`src/rtl/nic_pkg.sv`:
```
// Package: shared register offsets for the nested interrupt controller.
// Assumes a 9-bit byte-offset bus; offsets are fixed by software convention.
package nic_pkg;
    localparam int unsigned ADDR_W = 9;

    localparam logic [ADDR_W-1:0] OFS_PEND     = 9'h080;
    localparam logic [ADDR_W-1:0] OFS_PEND_SET = 9'h084;
    localparam logic [ADDR_W-1:0] OFS_PEND_CLR = 9'h088;
    localparam logic [ADDR_W-1:0] OFS_MASK     = 9'h0C0;
    localparam logic [ADDR_W-1:0] OFS_EXEC     = 9'h100;
    localparam logic [ADDR_W-1:0] OFS_EXEC_SET = 9'h104;
    localparam logic [ADDR_W-1:0] OFS_EXEC_CLR = 9'h108;
endpackage

```
`src/rtl/nic_edge.sv`:
```
// Module: nic_edge
// Detects low-to-high transitions on each interrupt line.
// Assumes the lines are already synchronous to clk; a transition yields a
// one-cycle pulse in the cycle where the new high level is first seen.
module nic_edge #(
    parameter int unsigned N = 5
) (
    input  logic         clk,
    input  logic         rst_n,
    input  logic [N-1:0] lines,
    output logic [N-1:0] rise
);
    logic [N-1:0] prev_q;

    // Remember last cycle's line levels.
    always_ff @(posedge clk) begin
        if (!rst_n) prev_q <= '0;
        else        prev_q <= lines;
    end

    // A line that is high now and was low before has risen.
    always_comb rise = lines & ~prev_q;
endmodule

```
`src/rtl/nic_prio.sv`:
```
// Module: nic_prio
// Priority encoder: reports whether any bit is set and the index of the
// highest set bit. Higher index means higher priority.
module nic_prio #(
    parameter int unsigned N    = 5,
    parameter int unsigned ID_W = (N > 1) ? $clog2(N) : 1
) (
    input  logic [N-1:0]    vec,
    output logic            valid,
    output logic [ID_W-1:0] idx
);
    // Scan upward so the last hit is the highest index.
    always_comb begin
        valid = 1'b0;
        idx   = '0;
        for (int i = 0; i < int'(N); i++) begin
            if (vec[i]) begin
                valid = 1'b1;
                idx   = ID_W'(i);
            end
        end
    end

    // Encoder output agrees with its input vector.
    always_comb begin
        if (valid) assert (vec[idx]) else $error("a_r7_prio_hit");
        assert (valid == (|vec)) else $error("a_r7_prio_valid");
    end
endmodule

```
`src/rtl/nic_bitreg.sv`:
```
// Module: nic_bitreg
// An N-bit register with a direct write, write-one-to-set and
// write-one-to-clear ports, a hardware clear and a hardware set.
// The update is applied in that order, so the hardware set has the last word.
module nic_bitreg #(
    parameter int unsigned N = 5
) (
    input  logic         clk,
    input  logic         rst_n,
    input  logic         wr_en,
    input  logic [N-1:0] wr_val,
    input  logic [N-1:0] sw_set,
    input  logic [N-1:0] sw_clr,
    input  logic [N-1:0] hw_clr,
    input  logic [N-1:0] hw_set,
    output logic [N-1:0] q
);
    logic [N-1:0] nxt;

    // Next value: write, then software set/clear, then hardware clear/set.
    always_comb begin
        nxt = wr_en ? wr_val : q;
        nxt = (nxt | sw_set) & ~sw_clr;
        nxt = (nxt & ~hw_clr) | hw_set;
    end

    // State register with synchronous reset.
    always_ff @(posedge clk) begin
        if (!rst_n) q <= '0;
        else        q <= nxt;
    end

    // Hardware-set bits always read back set.
    a_r10_hw_set_wins: assert property (@(posedge clk) disable iff (!rst_n)
        (hw_set != '0) |=> ((q & $past(hw_set)) == $past(hw_set)));
endmodule

```
`src/rtl/nested_irq_ctrl.sv`:
```
// Module: nested_irq_ctrl
// Five-line nested priority interrupt controller. Holds the pending, mask and
// execution registers and requests the processor only above the running level.
// Assumes: irq_in is synchronous to clk; cpu_ack_id names the currently
// requested line; cpu_ret is pulsed once per handler exit.
module nested_irq_ctrl #(
    parameter int unsigned NUM_SRC = 5,
    parameter int unsigned DATA_W  = 32,
    localparam int unsigned ID_W   = $clog2(NUM_SRC),
    localparam int unsigned AW     = nic_pkg::ADDR_W
) (
    input  logic              clk,
    input  logic              rst_n,
    input  logic [NUM_SRC-1:0] irq_in,
    input  logic [AW-1:0]     bus_addr,
    input  logic              bus_we,
    input  logic [DATA_W-1:0] bus_wdata,
    output logic [DATA_W-1:0] bus_rdata,
    output logic              cpu_req,
    output logic [ID_W-1:0]   cpu_req_id,
    input  logic              cpu_ack,
    input  logic [ID_W-1:0]   cpu_ack_id,
    input  logic              cpu_ret
);
    import nic_pkg::*;

    logic [NUM_SRC-1:0] wd, rise, pend_q, mask_q, exec_q;
    logic [NUM_SRC-1:0] ack_vec, ret_vec, zero_vec;
    logic               wr_pend, set_pend, clr_pend, wr_mask;
    logic               wr_exec, set_exec, clr_exec;
    logic               pv, ev;
    logic [ID_W-1:0]    pidx, eidx;

    // Low write-data bits map one per line.
    always_comb wd = bus_wdata[NUM_SRC-1:0];
    always_comb zero_vec = '0;

    // Decode write strobes per offset.
    always_comb begin
        wr_pend  = bus_we && (bus_addr == OFS_PEND);
        set_pend = bus_we && (bus_addr == OFS_PEND_SET);
        clr_pend = bus_we && (bus_addr == OFS_PEND_CLR);
        wr_mask  = bus_we && (bus_addr == OFS_MASK);
        wr_exec  = bus_we && (bus_addr == OFS_EXEC);
        set_exec = bus_we && (bus_addr == OFS_EXEC_SET);
        clr_exec = bus_we && (bus_addr == OFS_EXEC_CLR);
    end

    // One-hot vectors for the acknowledged line and the innermost handler.
    always_comb begin
        ack_vec = cpu_ack ? (NUM_SRC'(1) << cpu_ack_id) : '0;
        ret_vec = (cpu_ret && ev) ? (NUM_SRC'(1) << eidx) : '0;
    end

    nic_edge #(.N(NUM_SRC)) u_edge (
        .clk(clk), .rst_n(rst_n), .lines(irq_in), .rise(rise)
    );

    nic_bitreg #(.N(NUM_SRC)) u_pend (
        .clk(clk), .rst_n(rst_n),
        .wr_en(wr_pend), .wr_val(wd),
        .sw_set(set_pend ? wd : zero_vec), .sw_clr(clr_pend ? wd : zero_vec),
        .hw_clr(ack_vec), .hw_set(rise),
        .q(pend_q)
    );

    nic_bitreg #(.N(NUM_SRC)) u_mask (
        .clk(clk), .rst_n(rst_n),
        .wr_en(wr_mask), .wr_val(wd),
        .sw_set(zero_vec), .sw_clr(zero_vec),
        .hw_clr(zero_vec), .hw_set(zero_vec),
        .q(mask_q)
    );

    nic_bitreg #(.N(NUM_SRC)) u_exec (
        .clk(clk), .rst_n(rst_n),
        .wr_en(wr_exec), .wr_val(wd),
        .sw_set(set_exec ? wd : zero_vec), .sw_clr(clr_exec ? wd : zero_vec),
        .hw_clr(ret_vec), .hw_set(ack_vec),
        .q(exec_q)
    );

    nic_prio #(.N(NUM_SRC), .ID_W(ID_W)) u_pprio (
        .vec(pend_q & mask_q), .valid(pv), .idx(pidx)
    );

    nic_prio #(.N(NUM_SRC), .ID_W(ID_W)) u_eprio (
        .vec(exec_q), .valid(ev), .idx(eidx)
    );

    // Request only strictly above the running level.
    always_comb begin
        cpu_req    = pv && (!ev || (pidx > eidx));
        cpu_req_id = cpu_req ? pidx : '0;
    end

    // Read multiplexer: mapped registers only, all else zero.
    always_comb begin
        bus_rdata = '0;
        case (bus_addr)
            OFS_PEND: bus_rdata[NUM_SRC-1:0] = pend_q;
            OFS_MASK: bus_rdata[NUM_SRC-1:0] = mask_q;
            OFS_EXEC: bus_rdata[NUM_SRC-1:0] = exec_q;
            default:  bus_rdata = '0;
        endcase
    end

    // nothing running at or above the requested line.
    a_r7_req_above_active: assert property (@(posedge clk) disable iff (!rst_n)
        cpu_req |-> ((exec_q >> cpu_req_id) == '0));

    // requested line is pending and unmasked.
    a_r6_req_unmasked: assert property (@(posedge clk) disable iff (!rst_n)
        cpu_req |-> (mask_q[cpu_req_id] && pend_q[cpu_req_id]));

    // an undisturbed return drops exactly one execution bit.
    a_r9_ret_single: assert property (@(posedge clk) disable iff (!rst_n)
        (cpu_ret && (exec_q != '0) && !cpu_ack && !bus_we) |=>
        ($countones(exec_q) == $countones($past(exec_q)) - 1));

    // an acknowledge retires the pending bit unless a new edge arrives.
    a_r8_ack_clears_pending: assert property (@(posedge clk) disable iff (!rst_n)
        (cpu_ack && (32'(cpu_ack_id) < NUM_SRC) && !rise[cpu_ack_id] && !bus_we) |=>
        (!pend_q[$past(cpu_ack_id)] && exec_q[$past(cpu_ack_id)]));

    // unused read bits stay zero.
    a_r11_unused_zero: assert property (@(posedge clk) disable iff (!rst_n)
        bus_rdata[DATA_W-1:NUM_SRC] == '0);
endmodule

```
`config.mk`:
```
export PLATFORM = sky130hd
export DESIGN_NAME = nested_irq_ctrl
export DESIGN_NICKNAME = d
export VERILOG_FILES = /design/src/rtl/nic_pkg.sv /design/src/rtl/nic_edge.sv /design/src/rtl/nic_prio.sv /design/src/rtl/nic_bitreg.sv /design/src/rtl/nested_irq_ctrl.sv
export SDC_FILE = /design/constraint.sdc
export NUM_CORES = 1
export LEC_CHECK = 0
export CAP_MARGIN = 25
export CORE_MARGIN = 2
export CORE_UTILIZATION = 35
export CTS_CLUSTER_SIZE = 12
export DETAILED_ROUTE_END_ITERATION = 7
export PLACE_DENSITY_LB_ADDON = 0.12
export SYNTH_ARGS = -nofsm -noshare
export SYNTH_HDL_FRONTEND = slang
export SYNTH_SLANG_ARGS = --single-unit
```
`constraint.sdc`:
```
create_clock -name clk -period 3.55 [get_ports clk]
set_input_delay 0.71 -clock clk [delete_from_list [all_inputs] [get_ports clk]]
set_output_delay 0.71 -clock clk [all_outputs]
set_load 0.02 [all_outputs]
```
### After elaboration in Yosys (flattened, before gate mapping)

Index checks and enable logic that the tools add are counted.

| word-level totals | value |
|---|---|
| flip-flop bits (word level) | 20 |
| bits of input ports | 54 |

| operators by class | value |
|---|---|
| order comparisons | 1 |
| equal/unequal tests | 7 |
| shift-type cells | 2 |
| muxes and demuxes | 28 |
| bitwise gates (word level) | 15 |
| reduce and logical (&&, ||, !) cells | 11 |

Operators with widths:

| kind | count |
|---|---|
| $mux 5 | 8 |
| $eq 9x8->1 const B | 4 |
| $and 5x5->5 | 6 |
| $eq 9x9->1 const B | 3 |
| $not 5->5 | 5 |
| $or 5x5->5 | 4 |
| $pmux 5 s3 | 1 |
| $mux 1 | 12 |
| $shl 1x3->5 const A | 2 |
| $logic_and 1x1->1 | 9 |
| $mux 3 | 3 |
| $mux 2 | 4 |
| $gt 3x3->1 | 1 |
| $logic_not 1->1 | 1 |
| $logic_or 1x1->1 | 1 |

### Logic depth before layout (Yosys ltp)

Gate-level depths: netlist of the first run.

| logic depth | value |
|---|---|
| depth in word-level cells | 10 |
| depth in mapped cells | 10 |
| depth with buffers taken out | 10 |

### Cells and area by module

A second synthesis of the first run with hierarchy kept.

| unflattened totals | value |
|---|---|
| cell total of the unflattened synthesis | 225 |
| area, all modules | 1,894.3 um^2 |

By module, submodules not included:

| module | instances | cells each | area an instance (um^2) | sequential area each (um^2) |
|---|---|---|---|---|
| nested_irq_ctrl | 1 | 134 | 914.6 | 0.0 |
| nic_bitreg | 3 | 20 | 244.0 | 100.1 |
| nic_edge | 1 | 15 | 162.7 | 100.1 |
| nic_prio | 2 | 8 | 42.5 | 0.0 |

### Worst setup path before layout of the first run

No wires, ideal clock.

| path | value |
|---|---|
| kind | register -> output |
| start | register u_pend.q[4] |
| end | output cpu_req_id[0] |
| arrival time | 2,078 ps |
| required time | 2,840 ps |
| path slack | 762 ps |
| cell stages (with the launch flop) | 10 |
| path through | dfxtp_1 -> and2_1 -> clkbuf_1 -> or2_2 -> ha_1 -> nor2b_1 -> o21ai_0 -> a32oi_1 -> a21oi_1 -> a311oi_1 |

| between the ends | value |
|---|---|
| word-level cells in the longest chain between the ends | 6 |

Ends and longest elaborated chain:

| item | line | RTL |
|---|---|---|
| start: declaration | nic_bitreg.sv:16 | `output logic [N-1:0] q` |
| start signal: assignment | nic_bitreg.sv:30 | `else q <= nxt;` |
| $and 5x5->5 * | nested_irq_ctrl.sv:84 | `.vec(pend_q & mask_q), .valid(pv), .idx(pidx)` |
| $mux 3 | nic_prio.sv:17 | `if (vec[i]) begin` |
| $gt 3x3->1 | nested_irq_ctrl.sv:93 | `cpu_req = pv && (!ev \|\| (pidx > eidx));` |
| $logic_or 1x1->1 | nested_irq_ctrl.sv:93 |  |
| $logic_and 1x1->1 | nested_irq_ctrl.sv:93 |  |
| $mux 3 * | nested_irq_ctrl.sv:94 | `cpu_req_id = cpu_req ? pidx : '0;` |
| end: declaration | nested_irq_ctrl.sv:20 | `output logic [ID_W-1:0] cpu_req_id,` |

Mark *: on every way between the ends. The rest lies on a longest branch, timed or not.

### Worst setup path after layout of the first run

| path | value |
|---|---|
| start | input bus_addr[2] |
| end | output bus_rdata[3] |

| between the ends | value |
|---|---|
| word-level cells in the longest chain between the ends | 2 |

Ends and longest elaborated chain:

| item | line | RTL |
|---|---|---|
| start: declaration | nested_irq_ctrl.sv:15 | `input logic [AW-1:0] bus_addr,` |
| $eq 9x9->1 / $eq 9x8->1 (equally long branches) | nested_irq_ctrl.sv:100 | `case (bus_addr)` |
| $pmux 5 s3 * | nested_irq_ctrl.sv:100 |  |
| end: declaration | nested_irq_ctrl.sv:18 | `output logic [DATA_W-1:0] bus_rdata,` |

Marked as above.

==> out/results.txt, run 1 <==
The placed wire-length estimate after detailed placement is 3010 um, and the detail-routed net length per standard cell is 14.0 um. The run gives 2.42 ns as the internal reg-to-reg setup slack. The setup-violating endpoint count in the final report is 0, and the area fraction of the dominant cell type after synthesis is 0.280. DRC violation total after the first TritonRoute iteration: 72. The die is 67.9 um wide.

The arrival time at the worst endpoint was 2.74 ns. The tree is rooted in a clkbuf_8. Entering global routing, the biggest net connects 16 pins. The worst setup path is launched from an input pin.

The cell type with the highest aggregate area in the netlist was dfxtp_1. Row generation in the floorplan step produced 23 rows. The worst hold path belongs to the class register to register.

The library cell used most frequently in the layout, excluding fill and tap cells, is clkdlybuf4s50_1. Post-synthesis average cell area: 7.85 sq um. The number of iterations in the first detailed-routing pass came out at 4. The via count normalized by instance count works out to 5.10. During placement, the flow inserted port buffers numbering 35. The residual antenna-violating net count after detailed routing was 0. In the layout the commonest cells are clkdlybuf4s50_1 (28), conb_1 (27), nand2_1 (21). In this run the critical register-to-register path is launched from u_exec.q[3]. The worst setup path is captured at a primary output. The net switching fraction of the power came out at 0.264. Registers take 400 sq um. At the end of routability-driven placement, the weighted congestion stood at 0.808.

The synthesized flop and latch total was 20. The run gives 0.360 as the starting utilization of the core area. For this run, the top clock speed supported by timing is 290 MHz. The proportion of power drawn by the clock network was 0.387; the CTS sink count was 20. The net count of the finished layout is 279. The tools report the initial antenna violation count as 0. The max-cap violation count was 0. Setup repair after global routing left no endpoint under its margin.

The share of layout cells above drive strength 1 was 0.0724. For the multi-input gate area in the final layout, the log shows 865 sq um. The tools report the standby leakage power as 0.876 nW. For the post-synthesis instance area, the log shows 1430 sq um. 90 I/O pins were placed. The wire length after detailed routing is 3780 um. In the routed design, unresolved DRC markers number 0. The tools report the final cell count without fillers as 271.

Counting along the longest clock path gives a buffer depth of 2. 0 antenna diodes ended up in the layout. From bottom edge to top edge, the die measures 67.9 um. The number of buffers added by the clock tree synthesis step is 3.

The flow ran to the end, and the final reports show no timing, DRC or antenna violations. The run gives 0.194 as the combinational cell fraction of total power. The utilization of the core after routing is 0.468, and the minimum hold slack is 0.432 ns.

The deepest level of the CTS H-tree was 1; the setup TNS after final layout was 0 ns. Setup slack after placement: -0.0111 ns. The tools report the hold path endpoint as u_pend.q[0].

The final setup skew is 0.00551 ns, and the largest fanout of any net on the critical path is 5. The number of distinct standard cells referenced by the synthesized netlist was 37. The worst hold path begins at u_edge.prev_q[0]. The logic depth of the worst register-to-register path is 4. The worst flop-to-flop path endpoint was u_exec.q[0]. The number of hold buffers added after CTS was 0. Yosys attributes the largest share of cell area to dfxtp_1 (28%), buf_4 (14%), a22oi_1 (5.8%). VDD sags by at most 0.192 mV. The logs give 1,305 for the number of global-route vias before repair and 0 for the number of warning messages in the yosys log.

The area added between synthesis and finish was 30.2%; the full die area was 4610 sq um. The areal power density over the cells was 316 nW/um^2; the wire length of the first global-routing pass was 6000 um. STA puts the critical path data required time at 2.84 ns.

The logs give 0.280 for the part of the Yosys area used for sequential elements and 267 for the cell count after placement. For the final hold violation count, the log shows 0. The internal cell power was 0.433 mW. The total area inside the core boundary comes to 3970 sq um.

The time the worst path needs with I/O delays and setup is 3.45 ns. The final route contains 1,383 vias. The register share of total power was 0.419.

TritonCTS built the clock tree. The filler cells instantiated in the layout total 417. For the smallest setup slack after layout, the log shows 0.0984 ns. Clock-pin slew was measured on the worst setup and hold paths at 0.07 ns. The global-route total usage across every layer is 0.169. The ratio of final minimum period to clock period is 0.972, and the total net switching power is 0.155 mW.

Critical setup path kind: input pin to primary output. In the synthesized netlist, the number of instances is 182. The depth of the worst hold-timing path was 1; the sum of overflow across all layers after global routing was 0. For the worst-skew pair, the clock arrives at the later sink with an insertion delay of 0.26 ns.

For the count of pins over their slew limit, the log shows 0.
[what timing repair did]
item	4_1_cts	5_1_grt
endpoints found under the setup margin	5	9
setup buffers	0	0
resized for setup	1	9
[cell families after synthesis]
family,Yosys count,share of synthesized area
adder cells (fa/ha/maj),3,0.0263
other,1,0.00262
AND/OR/NAND/NOR,64,0.264
flip-flops,20,0.280
AO/OA/AOI/OAI,47,0.232
buffers and inverters,47,0.194
[sequential cells by signal, summed over array words and instances (netlist names)]
signal         cells
u_edge.prev_q      5
u_exec.q           5
u_mask.q           5
u_pend.q           5
[through the flow]
step / cell area (sq um) / total power, mW
6_report: 1860 / 0.588
5_1_grt: 1860 / 0.612
4_1_cts: 1830 / 0.591
3_5_place_dp: 1760 / 0.362
3_3_place_gp: 1760 / 0.359
2_1_floorplan: 1530 / 0.332
[area by class of cell]
| class | count | area share |
|---|---|---|
| multi-input combinational | 141 | 0.465 |
| sequential | 20 | 0.215 |
| timing repair buffer | 39 | 0.214 |
| inverter | 17 | 0.0343 |
| tap | 50 | 0.0336 |
| clock buffer | 3 | 0.0222 |
| clock inverter | 1 | 0.0161 |
[synth_stat cells]
| master | count |
|---|---|
| ha_1 | 3 |
| nor2b_1 | 6 |
| nor4b_4 | 1 |
| a221o_1 | 3 |
| conb_1 | 1 |
| nor3b_1 | 1 |
| or4b_4 | 1 |
| and4_1 | 3 |
| buf_4 | 27 |
| and2_1 | 1 |
| nor4_4 | 1 |
| nand3_1 | 13 |
| clkbuf_1 | 3 |
| o21ai_1 | 1 |
| nand2b_2 | 1 |
| a311oi_1 | 1 |
| nand4_1 | 1 |
| nand3b_1 | 1 |
| or3_1 | 1 |
| o21ai_0 | 2 |
| inv_1 | 16 |
| o22ai_1 | 9 |
| nor4_1 | 1 |
| nand2_1 | 21 |
| dfxtp_1 | 20 |
| nor4b_2 | 1 |
| a32oi_1 | 2 |
| a22oi_1 | 11 |
| a222oi_1 | 5 |
| a31oi_1 | 1 |
| or2_2 | 1 |
| nor3_1 | 4 |
| a21oi_1 | 10 |
| clkinv_1 | 1 |
| nand2b_1 | 1 |
| nor2_1 | 4 |
| o211ai_1 | 2 |
[worst max path at each step]
stage | startpoint | end | slack [ns] | cells after the start
after global routing | bus_addr[2] | bus_rdata[3] | 0.0007 | 8
after CTS | u_pend.q[1] | cpu_req_id[0] | 0.07 | 11
final | bus_addr[2] | bus_rdata[3] | 0.1 | 8
after detailed placement | bus_addr[2] | bus_rdata[1] | -0.01 | 8
after floorplan | u_pend.q[4] | cpu_req_id[0] | 0.76 | 9
after global placement | bus_addr[2] | bus_rdata[1] | 0.09 | 8
[layer usage]
layer	vias up	global-route usage	routed length, um
met1	641	0.224	1680
met2	46	0.299	1900
met4	0	0.0325	19
met5	-	0	0
met3	4	0.0148	182
li1	692	-	-
[power by group through the flow]
stage	Sequential [mW]	Clock, mW	Combinational [mW]
2_1_floorplan	0.247	0	0.0854
3_3_place_gp	0.251	0	0.108
3_5_place_dp	0.251	0	0.111
4_1_cts	0.246	0.234	0.111
5_1_grt	0.247	0.239	0.125
6_report	0.246	0.228	0.114
[critical path, cell delays in order]
cell,delay [ns]
clkdlybuf4s50_1,0.47
nor3_4,0.25
nand2_1,0.11
nor4_1,0.25
buf_4,0.20
a222oi_1,0.08
inv_1,0.07
clkdlybuf4s50_1,0.59
No activity file was read; power rests on OpenSTA's default activity.
==> run 2, diff against run 1 <==
--- a/config.mk
+++ b/config.mk
@@ -8,6 +8,7 @@
 export CAP_MARGIN = 25
 export CORE_MARGIN = 2
 export CORE_UTILIZATION = 35
+export CTS_CLUSTER_DIAMETER = 100
 export CTS_CLUSTER_SIZE = 12
 export DETAILED_ROUTE_END_ITERATION = 7
 export PLACE_DENSITY_LB_ADDON = 0.12
==> results of run 2 <==
Final layout, timing and power as in run 1 (identical DEF).
==> run 3, diff against run 2 <==
--- a/config.mk
+++ b/config.mk
@@ -5,13 +5,15 @@
 export SDC_FILE = /design/constraint.sdc
 export NUM_CORES = 1
 export LEC_CHECK = 0
-export CAP_MARGIN = 25
+export CAP_MARGIN = 15
 export CORE_MARGIN = 2
 export CORE_UTILIZATION = 35
 export CTS_CLUSTER_DIAMETER = 100
 export CTS_CLUSTER_SIZE = 12
 export DETAILED_ROUTE_END_ITERATION = 7
+export DONT_BUFFER_PORTS = 1
 export PLACE_DENSITY_LB_ADDON = 0.12
+export SLEW_MARGIN = 20
 export SYNTH_ARGS = -nofsm -noshare
 export SYNTH_HDL_FRONTEND = slang
 export SYNTH_SLANG_ARGS = --single-unit
==> run 3 against run 2 <==
Combinational power shrank 39%. Core utilization shrank 10 points. Clock skew fell by 0.0038 ns. Routed wire length is 6.4% lower. Die area unchanged.
==> out/results.txt, run 3 (same netlist as run 1, synthesis figures left out) <==
The count of pins over their slew limit was 0 (unchanged). The CTS sink count is 20 (unchanged). The tools report the arrival time at the worst endpoint as 2.45 ns (-0.29 ns). Die height: 67.9 um (unchanged). The buffers plus inverters on the worst setup path works out to 0 (-4). For the wire length after detailed routing, the log shows 3540 um (-6.4%). The placed wire-length estimate after detailed placement came out at 2800 um (-6.8%). The run finished with clean final reports. The placer's final routability congestion estimate is 0.760 (-6.0%). The worst hold path belongs to the class register to register.

Sequential cell area in the final layout: 400 sq um (unchanged). Grouping stages by cell kind, the critical path spends the most delay in simple AND/OR/NAND/NOR gates. The standby leakage power is 0.591 nW (-33%), and the multi-input gate area in the final layout is 848 sq um (-1.9%). The number of post-CTS setup repair buffers is 0 (unchanged), and the net switching fraction of the power is 0.286 (+0.0227).

The signal on the critical path passes through nand2_1, a21oi_1, a21oi_1, or2_2, ha_1, nor2b_1, o21ai_0, a32oi_1, a21oi_1, nor3_1. The tools report the smallest setup slack after layout as 0.393 ns (+0.294 ns). The logs give 3970 sq um (unchanged) for the core area and 0 ns (unchanged) for the setup TNS after final layout.

The detail-routed net length per standard cell works out to 15.1 um (+8.4%). The deepest level of the CTS H-tree came out at 1 (unchanged). The logs give 2.84 ns (about the same) for the data required time of the worst path and 317 MHz (+9.3%) for the highest attainable clock frequency. The areal power density over the cells is 344 nW/um^2 (+9.0%), and the full die area is 4610 sq um (unchanged). The horizontal extent of the die was 67.9 um (unchanged); the post-cts sizing count was 0 (-1). The logs give 1,137 (-13%) for the number of global-route vias before repair and 242 (-13%) for the layout net count.

The tree is rooted in a clkbuf_8. Global-route total usage across every layer: 0.164 (-0.00478). Critical hold path startpoint: u_edge.prev_q[4]. Timing startpoint of the critical path: u_pend.q[1]. The tools report the setup-violating endpoint count in the final report as 0 (unchanged).

The tools report the register share of total power as 0.494 (+0.075). The transition at the pin with the smallest max-transition slack was 0.684 ns. The critical setup path kind is register to primary output. The tools report the final total power as 0.497 mW (-15%). The clock tree buffer depth is 2 (unchanged). The largest stage delay on the critical path is 0.53 ns (-0.06 ns), and the number of iterations in the first detailed-routing pass is 4 (unchanged). The initial antenna violation count is 0 (unchanged), and the sum of overflow across all layers after global routing is 0 (unchanged).

For the total net switching power, the log shows 0.142 mW (-8.1%). The clock transition at the register clock pins on the worst setup and hold paths after CTS came out at 0.08 ns (about the same). The run gives 0.360 (unchanged) as the starting utilization of the core area. The run gives 0 (unchanged) as the residual antenna-violating net count after detailed routing. The wire length of the first global-routing pass was 5590 um (-6.9%). The most common cell after layout, fill and taps aside was conb_1. The share of layout cells above drive strength 1 was 0.0652 (-0.00718). The headroom to the max-slew limit was 0.543. The internal cell power is 0.355 mW (-18%), and the logic depth of the worst register-to-register path is 3 (-1). The tools report the number of buffers added by the clock tree synthesis step as 3 (unchanged).

Number of antenna diodes: 0 (unchanged). The tools report the maximum resistive drop on vdd as 0.207 mV (+7.7%). The tools report the reg-to-reg critical path startpoint as u_exec.q[4]. The largest fanout of any net on the critical path works out to 4 (-1).

The run gives 1,263 (-8.7%) as the via count. The cell repeated most along the worst path was a21oi_1. Source-to-sink clock delay at the later pin of the worst-skew pair: 0.26 ns (about the same). Quantity of hold-fixing buffers added after cts: 0 (unchanged). Area added between synthesis and finish: 1.14%.

DRC violation total after the first TritonRoute iteration: 152 (+110%). The maximum number of pins on one net before global-route repair came out at 16 (unchanged). The type of origin of the critical path is a register.

Via count normalized by instance count: 5.40 (+5.8%). For this design, the slowest cell found on the critical path is nor3_1. Setup slack after placement: 0.635 ns (+0.646 ns). The tools report the number of top-level design ports as 90 (unchanged). The site row count came out at 23 (unchanged). Time the worst path needs with I/O delays and setup: 3.16 ns (-0.294 ns).

The proportion of power drawn by the clock network was 0.367 (-0.020); the minimum hold slack was 0.427 ns (-0.00466 ns). For the max-cap violation count, the log shows 0 (unchanged). The run gives 0.139 (-0.055) as the combinational cell fraction of total power.

The filler cell count was 410 (-1.7%). The kind of end point of the critical path was a primary output. The final setup skew came out at 0.00175 ns (-0.00376 ns). TritonCTS built the clock tree.

For the final hold violation count, the log shows 0 (unchanged). The number of logic stages on the critical path including buffering came out at 10 (+2). The ratio of final minimum period to clock period is 0.889 (-0.0829). The remaining design rule violation count is 0 (unchanged).

Leaving out fill and tap cells, the most frequent cells in the layout are conb_1 (27), nand2_1 (21), dfxtp_1 (20). Setup repair after global routing left no endpoint under its margin. The number of I/O port buffers works out to 0 (-100%). The depth of the worst hold-timing path is 1 (unchanged).
run 3: changes by cell type in the layout (fill, tap and decap cells not counted), moves of 2 or more:
cell             previous run  this run
buf_4                       4         2
clkdlybuf4s50_1            28         0
dlymetal6s2s_1              7         0
nor3_1                      2         4
run 3: area by class of cell:
cell class | count | share of cell area
clock buffer | 4 | 0.0381
multi-input combinational | 141 | 0.587
sequential | 20 | 0.277
tap | 50 | 0.0433
timing repair buffer | 2 | 0.0104
inverter | 17 | 0.0442
run 3: routing by layer:
metal | global-route usage | vias up | share of wire
li1 | - | 618 | -
met1 | 0.226 | 591 | 0.46
met2 | 0.257 | 49 | 0.47
met3 | 0.0313 | 5 | 0.064
met4 | 0.0525 | 0 | 0.012
met5 | 0 | - | 0
run 3: through the flow:
stage | utilization | area, sq um | instances
after floorplan | - | 1530 | 208
after global placement | 0.350 | 1390 | 230
after detailed placement | 0.350 | 1390 | 230
after CTS | 0.364 | 1450 | 234
after global routing | 0.364 | 1450 | 234
final | 0.364 | 1450 | 234
run 3: worst paths after layout:
| kind | endpoint | slack (ns) |
|---|---|---|
| setup / recovery | cpu_req_id[1] | 0.39 |
| hold / removal | u_pend.q[4] | 0.43 |
| setup reg to reg | u_exec.q[3] | 2.42 |
| hold reg to reg | u_pend.q[4] | 0.43 |
run 3: power groups by stage:
stage	clock, mW	combinational (mW)	sequential (mW)
6_report	0.182	0.0692	0.246
5_1_grt	0.193	0.0783	0.247
4_1_cts	0.179	0.0687	0.246
3_5_place_dp	0	0.0684	0.251
3_3_place_gp	0	0.0669	0.251
2_1_floorplan	0	0.0854	0.247
